<file path="src/rtl/rx_hold_pkg.sv">
package rx_hold_pkg;

  typedef enum logic [1:0] {
    ADDR_STAT = 2'd0,
    ADDR_HIGH = 2'd1,
    ADDR_DATA = 2'd2,
    ADDR_NONE = 2'd3
  } rdAddr_e;

  localparam int STAT_READY  = 7;
  localparam int STAT_FRAME  = 2;
  localparam int STAT_OVRUN  = 1;
  localparam int STAT_PARITY = 0;

  localparam logic [2:0] SIZE_NINE = 3'b111;

  typedef struct packed {
    logic [8:0] data;
    logic       frameErr;
    logic       overrun;
    logic       parityErr;
  } rxEntry_t;

  typedef struct packed {
    logic push;
    logic pop;
    logic flush;
    logic markOvr;
  } fifoStrb_t;

  function automatic logic [8:0] maskChar(input logic [8:0] raw, input logic [2:0] size);
    logic [8:0] keep;
    case (size)
      3'd0:      keep = 9'h01F;
      3'd1:      keep = 9'h03F;
      3'd2:      keep = 9'h07F;
      SIZE_NINE: keep = 9'h1FF;
      default:   keep = 9'h0FF;
    endcase
    return raw & keep;
  endfunction

endpackage

</file>
<file path="src/rtl/rx_hold_ctrl.sv">
module rx_hold_ctrl
  import rx_hold_pkg::*;
#(
  parameter int DEPTH = 2,
  localparam int CNT_W = $clog2(DEPTH + 1)
) (
  input  logic             clk,
  input  logic             rstN,
  input  logic             rxEnable,
  input  logic             inValid,
  input  logic             rdEn,
  input  logic [1:0]       rdAddr,
  output fifoStrb_t        strb,
  output logic [CNT_W-1:0] fillCount
);

  localparam logic [CNT_W-1:0] FULL_CNT = CNT_W'(DEPTH);

  logic isFull;
  logic isEmpty;
  logic dataRead;

  assign isFull   = (fillCount == FULL_CNT);
  assign isEmpty  = (fillCount == '0);
  assign dataRead = rdEn && (rdAddr == ADDR_DATA);

  always_comb begin
    strb         = '0;
    strb.flush   = !rxEnable;
    strb.pop     = rxEnable && dataRead && !isEmpty;
    strb.push    = rxEnable && inValid && (!isFull || strb.pop);
    strb.markOvr = rxEnable && inValid && isFull && !strb.pop;
  end

  always_ff @(posedge clk or negedge rstN) begin
    if (!rstN) begin
      fillCount <= '0;
    end else if (strb.flush) begin
      fillCount <= '0;
    end else begin
      case ({strb.push, strb.pop})
        2'b10:   fillCount <= fillCount + 1'b1;
        2'b01:   fillCount <= fillCount - 1'b1;
        default: fillCount <= fillCount;
      endcase
    end
  end

endmodule

</file>
<file path="src/rtl/rx_hold_dpath.sv">
module rx_hold_dpath
  import rx_hold_pkg::*;
#(
  parameter int DEPTH = 2,
  localparam int PW = $clog2(DEPTH)
) (
  input  logic       clk,
  input  logic       rstN,
  input  fifoStrb_t  strb,
  input  logic [2:0] charSize,
  input  logic [8:0] inData,
  input  logic       inFrameErr,
  input  logic       inParityErr,
  input  logic [1:0] rdAddr,
  output logic [7:0] rdValue
);

  rxEntry_t [DEPTH-1:0] slots;
  logic [PW:0]   wrPtr;
  logic [PW:0]   rdPtr;
  logic [PW:0]   wrPrev;
  logic [PW-1:0] wrIdx;
  logic [PW-1:0] rdIdx;
  logic [PW-1:0] newestIdx;
  logic [7:0]    lastData;
  logic          bufEmpty;
  rxEntry_t      headEntry;
  rxEntry_t      newEntry;
  logic          ninthBit;

  assign wrPrev    = wrPtr - 1'b1;
  assign wrIdx     = wrPtr[PW-1:0];
  assign rdIdx     = rdPtr[PW-1:0];
  assign newestIdx = wrPrev[PW-1:0];
  assign bufEmpty  = (wrPtr == rdPtr);
  assign headEntry = slots[rdIdx];

  always_comb begin
    newEntry           = '0;
    newEntry.data      = maskChar(inData, charSize);
    newEntry.frameErr  = inFrameErr;
    newEntry.overrun   = 1'b0;
    newEntry.parityErr = inParityErr;
  end

  always_ff @(posedge clk or negedge rstN) begin
    if (!rstN) begin
      slots <= '0;
    end else begin
      for (int s = 0; s < DEPTH; s++) begin
        if (strb.push && !strb.flush && wrIdx == PW'(s)) begin
          slots[s] <= newEntry;
        end else if (strb.markOvr && !strb.flush && newestIdx == PW'(s)) begin
          slots[s].overrun <= 1'b1;
        end
      end
    end
  end

  always_ff @(posedge clk or negedge rstN) begin
    if (!rstN) begin
      wrPtr    <= '0;
      rdPtr    <= '0;
      lastData <= '0;
    end else if (strb.flush) begin
      wrPtr <= '0;
      rdPtr <= '0;
    end else begin
      if (strb.push) wrPtr <= wrPtr + 1'b1;
      if (strb.pop) begin
        rdPtr    <= rdPtr + 1'b1;
        lastData <= headEntry.data[7:0];
      end
    end
  end

  generate
    if (DEPTH > 0) begin : g_ninth
      assign ninthBit = !bufEmpty && (charSize == SIZE_NINE) && headEntry.data[8];
    end
  endgenerate

  always_comb begin
    rdValue = '0;
    case (rdAddr)
      ADDR_STAT: begin
        rdValue[STAT_READY] = !bufEmpty;
        if (!bufEmpty) begin
          rdValue[STAT_FRAME]  = headEntry.frameErr;
          rdValue[STAT_OVRUN]  = headEntry.overrun;
          rdValue[STAT_PARITY] = headEntry.parityErr;
        end
      end
      ADDR_HIGH: rdValue[0] = ninthBit;
      ADDR_DATA: rdValue = bufEmpty ? lastData : headEntry.data[7:0];
      default:   rdValue = '0;
    endcase
  end

endmodule

</file>
<file path="src/rtl/rx_hold_fifo.sv">
module rx_hold_fifo
  import rx_hold_pkg::*;
#(
  parameter int DEPTH = 2
) (
  input  logic       clk,
  input  logic       rstN,
  input  logic       rxEnable,
  input  logic [2:0] charSize,
  input  logic       inValid,
  input  logic [8:0] inData,
  input  logic       inFrameErr,
  input  logic       inParityErr,
  input  logic       rdEn,
  input  logic [1:0] rdAddr,
  output logic [7:0] rdValue
);

  localparam int CNT_W = $clog2(DEPTH + 1);

  fifoStrb_t        strb;
  logic [CNT_W-1:0] fillCount;

  rx_hold_ctrl #(.DEPTH(DEPTH)) u_ctrl (
    .clk       (clk),
    .rstN      (rstN),
    .rxEnable  (rxEnable),
    .inValid   (inValid),
    .rdEn      (rdEn),
    .rdAddr    (rdAddr),
    .strb      (strb),
    .fillCount (fillCount)
  );

  rx_hold_dpath #(.DEPTH(DEPTH)) u_dpath (
    .clk         (clk),
    .rstN        (rstN),
    .strb        (strb),
    .charSize    (charSize),
    .inData      (inData),
    .inFrameErr  (inFrameErr),
    .inParityErr (inParityErr),
    .rdAddr      (rdAddr),
    .rdValue     (rdValue)
  );

endmodule

</file>
<file path="config.mk">
export PLATFORM = sky130hd
export DESIGN_NAME = rx_hold_fifo
export DESIGN_NICKNAME = d
export VERILOG_FILES = /design/src/rtl/rx_hold_pkg.sv /design/src/rtl/rx_hold_ctrl.sv /design/src/rtl/rx_hold_dpath.sv /design/src/rtl/rx_hold_fifo.sv
export SDC_FILE = /design/constraint.sdc
export NUM_CORES = 1
export LEC_CHECK = 0
export ABC_CLOCK_PERIOD_IN_PS = 5530
export BUFFER_PORTS_ARGS = -buffer_cell sky130_fd_sc_hd__buf_2
export CORE_MARGIN = 8
export CORE_UTILIZATION = 55
export CTS_CLUSTER_SIZE = 30
export DETAILED_ROUTE_END_ITERATION = 10
export PLACE_DENSITY = 0.77
export SKIP_LAST_GASP = 1
export SLEW_MARGIN = 20
export SYNTH_ARGS = -nofsm -noshare
export SYNTH_HDL_FRONTEND = slang
export SYNTH_SLANG_ARGS = --single-unit
</file>
<file path="constraint.sdc">
create_clock -name clk -period 5.53 [get_ports clk]
set_clock_uncertainty 0.2 [all_clocks]
set_input_delay 0.2765 -clock clk [delete_from_list [all_inputs] [get_ports clk]]
set_output_delay 0.2765 -clock clk [all_outputs]
set_load 0.05 [all_outputs]
</file>
==> metrics.md <==
| Metric | Value |
|---|---|
| GRT overflow | `0` |
| Worst VDD drop | `0.2329 mV` |
| R2R Path Start | `u_ctrl.fillCount[0]` |
| RSZ-0062 raised after global routing | `false` |
| Dpl ws | `3028 ps` |
| Normalized max-slew margin | `0.4561` |
| Final worst path period share | `0.5236` |
| Fmax achieved | `345.4 MHz` |
| CP max FO | `16` |
| H-tree depth | `2` |
| Crit path time final | `2895 ps` |
| Finished Layout Cells | `261` |
| Post-Place Cell Area | `2054 um^2` |
| Synth Instances | `180` |
| R2r worst-path depth | `3` |
| Top area cells in the synthesized netlist | `dfrtp_1 (49%), mux2_2 (7.0%), o21ai_0 (6.5%)` |
| Total I/O pin count | `29` |
| Vias in the first global route | `1518` |
| Iter 0 DRT Violations | `139` |
| TNS Setup | `0 ps` |
| TritonRoute pass-1 iters | `4` |
| Final setup fails | `0` |
| Vias per cell | `5.448` |
| Yosys warning count | `0` |
| Core Region | `3363 um^2` |
| CTS resizes | `0` |
| Routed WL | `3859 um` |
| Ys async rst share | `1.000` |
| Max Root-Sink Buffers | `2` |
| Via count | `1422` |
| Top-area cell type share of the netlist area | `0.4906` |
| Pwr dens | `359.1 nW/um^2` |
| Hold_ws | `25.81 ps` |
| RD Place Congestion | `0.7873` |
| Netlist cell types | `31` |
| Worst setup EP type | `primary output` |
| Worst Path Arrival | `2420 ps` |
| HP Class | `input pin to register` |
| Worst Max-Slew Pin Slew | `815.8 ps` |
| HP Start | `inData[6]` |
| Antenna Nets Post-Route | `0` |
| Width of the chip | `75.36 um` |
| Outcome | `finished clean` |
| Syn-to-layout area delta | `17.43%` |
| Netlist Area Pre-Place | `1938 um^2` |
| First-pass GRT wire length | `6824 um` |
| Nets | `235` |
| Max Cap Viol | `0` |
| Synth Register Bits | `38` |
| Startpoint types | `register` |
| Avg Cell Area, Syn | `10.77 um^2` |
| Residual DRC | `0` |
| All-layer global routing usage | `0.1588` |
| CTS tree | `built` |
| Fin. Hold Viols | `0` |
| Die H | `75.36 um` |
| Worst Hold End | `u_dpath.slots[9]` |
| Number of synthesized flops with an enable pin | `0` |
| N_diodes | `0` |
| Worst-Skew Late Latency | `350 ps` |
| Port bufs | `28` |
| P_leak | `0.9952 nW` |
| Critical path class | `register to primary output` |
| Fill cell count | `273` |
| Post-Place Cells | `242` |
| Hpwl dp | `2669 um` |
| Number of cell rows | `21` |
| CTS clk-pin slew, worst paths | `110 ps` |
| Share of cells above drive strength 1 | `0.2512` |
| Syn Nets | `201` |
| Reg-to-reg slack, setup | `3510 ps` |
| Final WS setup | `2635 ps` |
| Initial antenna violation count | `0` |
| Post-CTS setup buffers | `0` |
| Post-synth top cells | `dfrtp_1 (38), nand2_1 (25), o21ai_0 (25), mux2_2 (12), mux2i_1 (12)` |
| Clock root cell | `clkbuf_4` |
| Initial Utilization | `0.5763` |
| CTS buffer count | `5` |
| Fin area | `2276 um^2` |
| WL per Instance | `14.79 um` |
| Clock sink total | `38` |
| Worst reg2reg endpoint | `u_dpath.slots[7]` |
| Hold depth | `3` |
| Cell with the most instances after synthesis | `dfrtp_1` |
| Top FF cell, synth | `dfrtp_1` |
| CP required | `5050 ps` |
| Largest net degree at the start of global routing | `39` |
| Die ar. | `5679 um^2` |
| Slew Limit Fails | `0` |
| Largest area contributor in the netlist | `dfrtp_1` |
| Seq/Total Area, Yosys | `0.4906` |
## cells by family (layout without fill, tap and decap cells)
family / Yosys count / count (layout) / share of synthesized area
and+or+nand+nor: 52 / 52 / 0.1259
AOI/OAI and AO/OA: 43 / 43 / 0.1498
DFF: 38 / 38 / 0.4906
muxes: 28 / 28 / 0.1627
buffers and inverters: 13 / 48 / 0.04389
xor gates and xnor gates: 6 / 6 / 0.02711
## per-layer routing
metal	track usage	routed length, um	share of wire
met5	0	0	0
met4	0.08529	72	0.019
met3	0.06053	193	0.050
met2	0.2560	1963	0.51
met1	0.1779	1629	0.42
## worst max path at each step
stage,cells past startpoint,end,start,slack (ps)
final,5,rdValue[4],u_dpath.rdPtr[0],2630
after global routing,5,rdValue[6],u_dpath.rdPtr[0],2430
after CTS,5,rdValue[7],u_dpath.rdPtr[0],2620
after detailed placement,5,rdValue[4],u_dpath.rdPtr[0],3030
after global placement,5,rdValue[4],u_dpath.rdPtr[0],3090
after floorplan,5,rdValue[7],u_dpath.rdPtr[0],2710
## worst max-delay path, stage by stage (launching register included)
cell	delay, ps
dfrtp_1	860
xnor2_1	150
nand2_1	400
nor2_1	80
a211oi_1	270
buf_2	320
## area by class of cell
type,count,area (um^2),share of cell area
clock buffers,6,51.30,0.02254
flip-flops and latches,38,950.9,0.4178
well taps,46,57.56,0.02529
clock inverters,2,60.06,0.02639
inverters,1,3.754,0.001649
repair buffers,39,250.2,0.1100
multi-input cells,129,902.1,0.3964
## timing repair
item	CTS	global route
endpoints found under the hold margin	56	0
hold buffers	11	0
setup endpoints to repair	0	0
## sequential cells by signal, summed over array words and instances (netlist names)
name / cells
u_ctrl.fillCount: 2
u_dpath.lastData: 8
u_dpath.rdPtr: 2
u_dpath.slots: 24
u_dpath.wrPtr: 2
## placed cells by master, fill, tap and decap left out
cell	netlist	final
o31ai_1	1	1
mux2i_1	12	12
mux2_4	4	4
nand3_1	1	1
and2_1	4	4
a21oi_1	2	2
dlygate4sd3_1	0	11
a211oi_1	4	4
o21ai_0	25	25
nor2b_1	2	2
o22ai_1	2	2
nand2_1	25	25
nor3_1	3	3
a21o_1	1	1
dfrtp_1	38	38
nor2_1	8	8
nand3b_1	2	2
nor3b_1	1	1
nand4_1	2	2
o2111ai_4	2	2
buf_2	5	28
clkbuf_4	0	5
o211ai_1	3	3
inv_1	1	1
mux2_2	12	12
o21ai_1	1	1
bufinv_16	0	2
xnor2_1	6	6
nand2b_1	3	3
clkbuf_8	0	1
and3b_1	1	1
a311oi_1	1	1
a221oi_1	1	1
## stage by stage
step | util | power, mW
after floorplan | - | 0.5233
after global placement | 0.6109 | 0.5596
after detailed placement | 0.6109 | 0.5715
after CTS | 0.6767 | 0.8242
after global routing | 0.6767 | 0.8640
final | 0.6767 | 0.8173
## power by group
group / total [mW] / switching (mW) / internal (mW)
clock network: 0.247 / 0.0938 / 0.153
registers: 0.384 / 0.0405 / 0.344
logic: 0.186 / 0.101 / 0.0849
total: 0.817 / 0.235 / 0.582
Note: power is estimated with default switching activity, not from simulation.
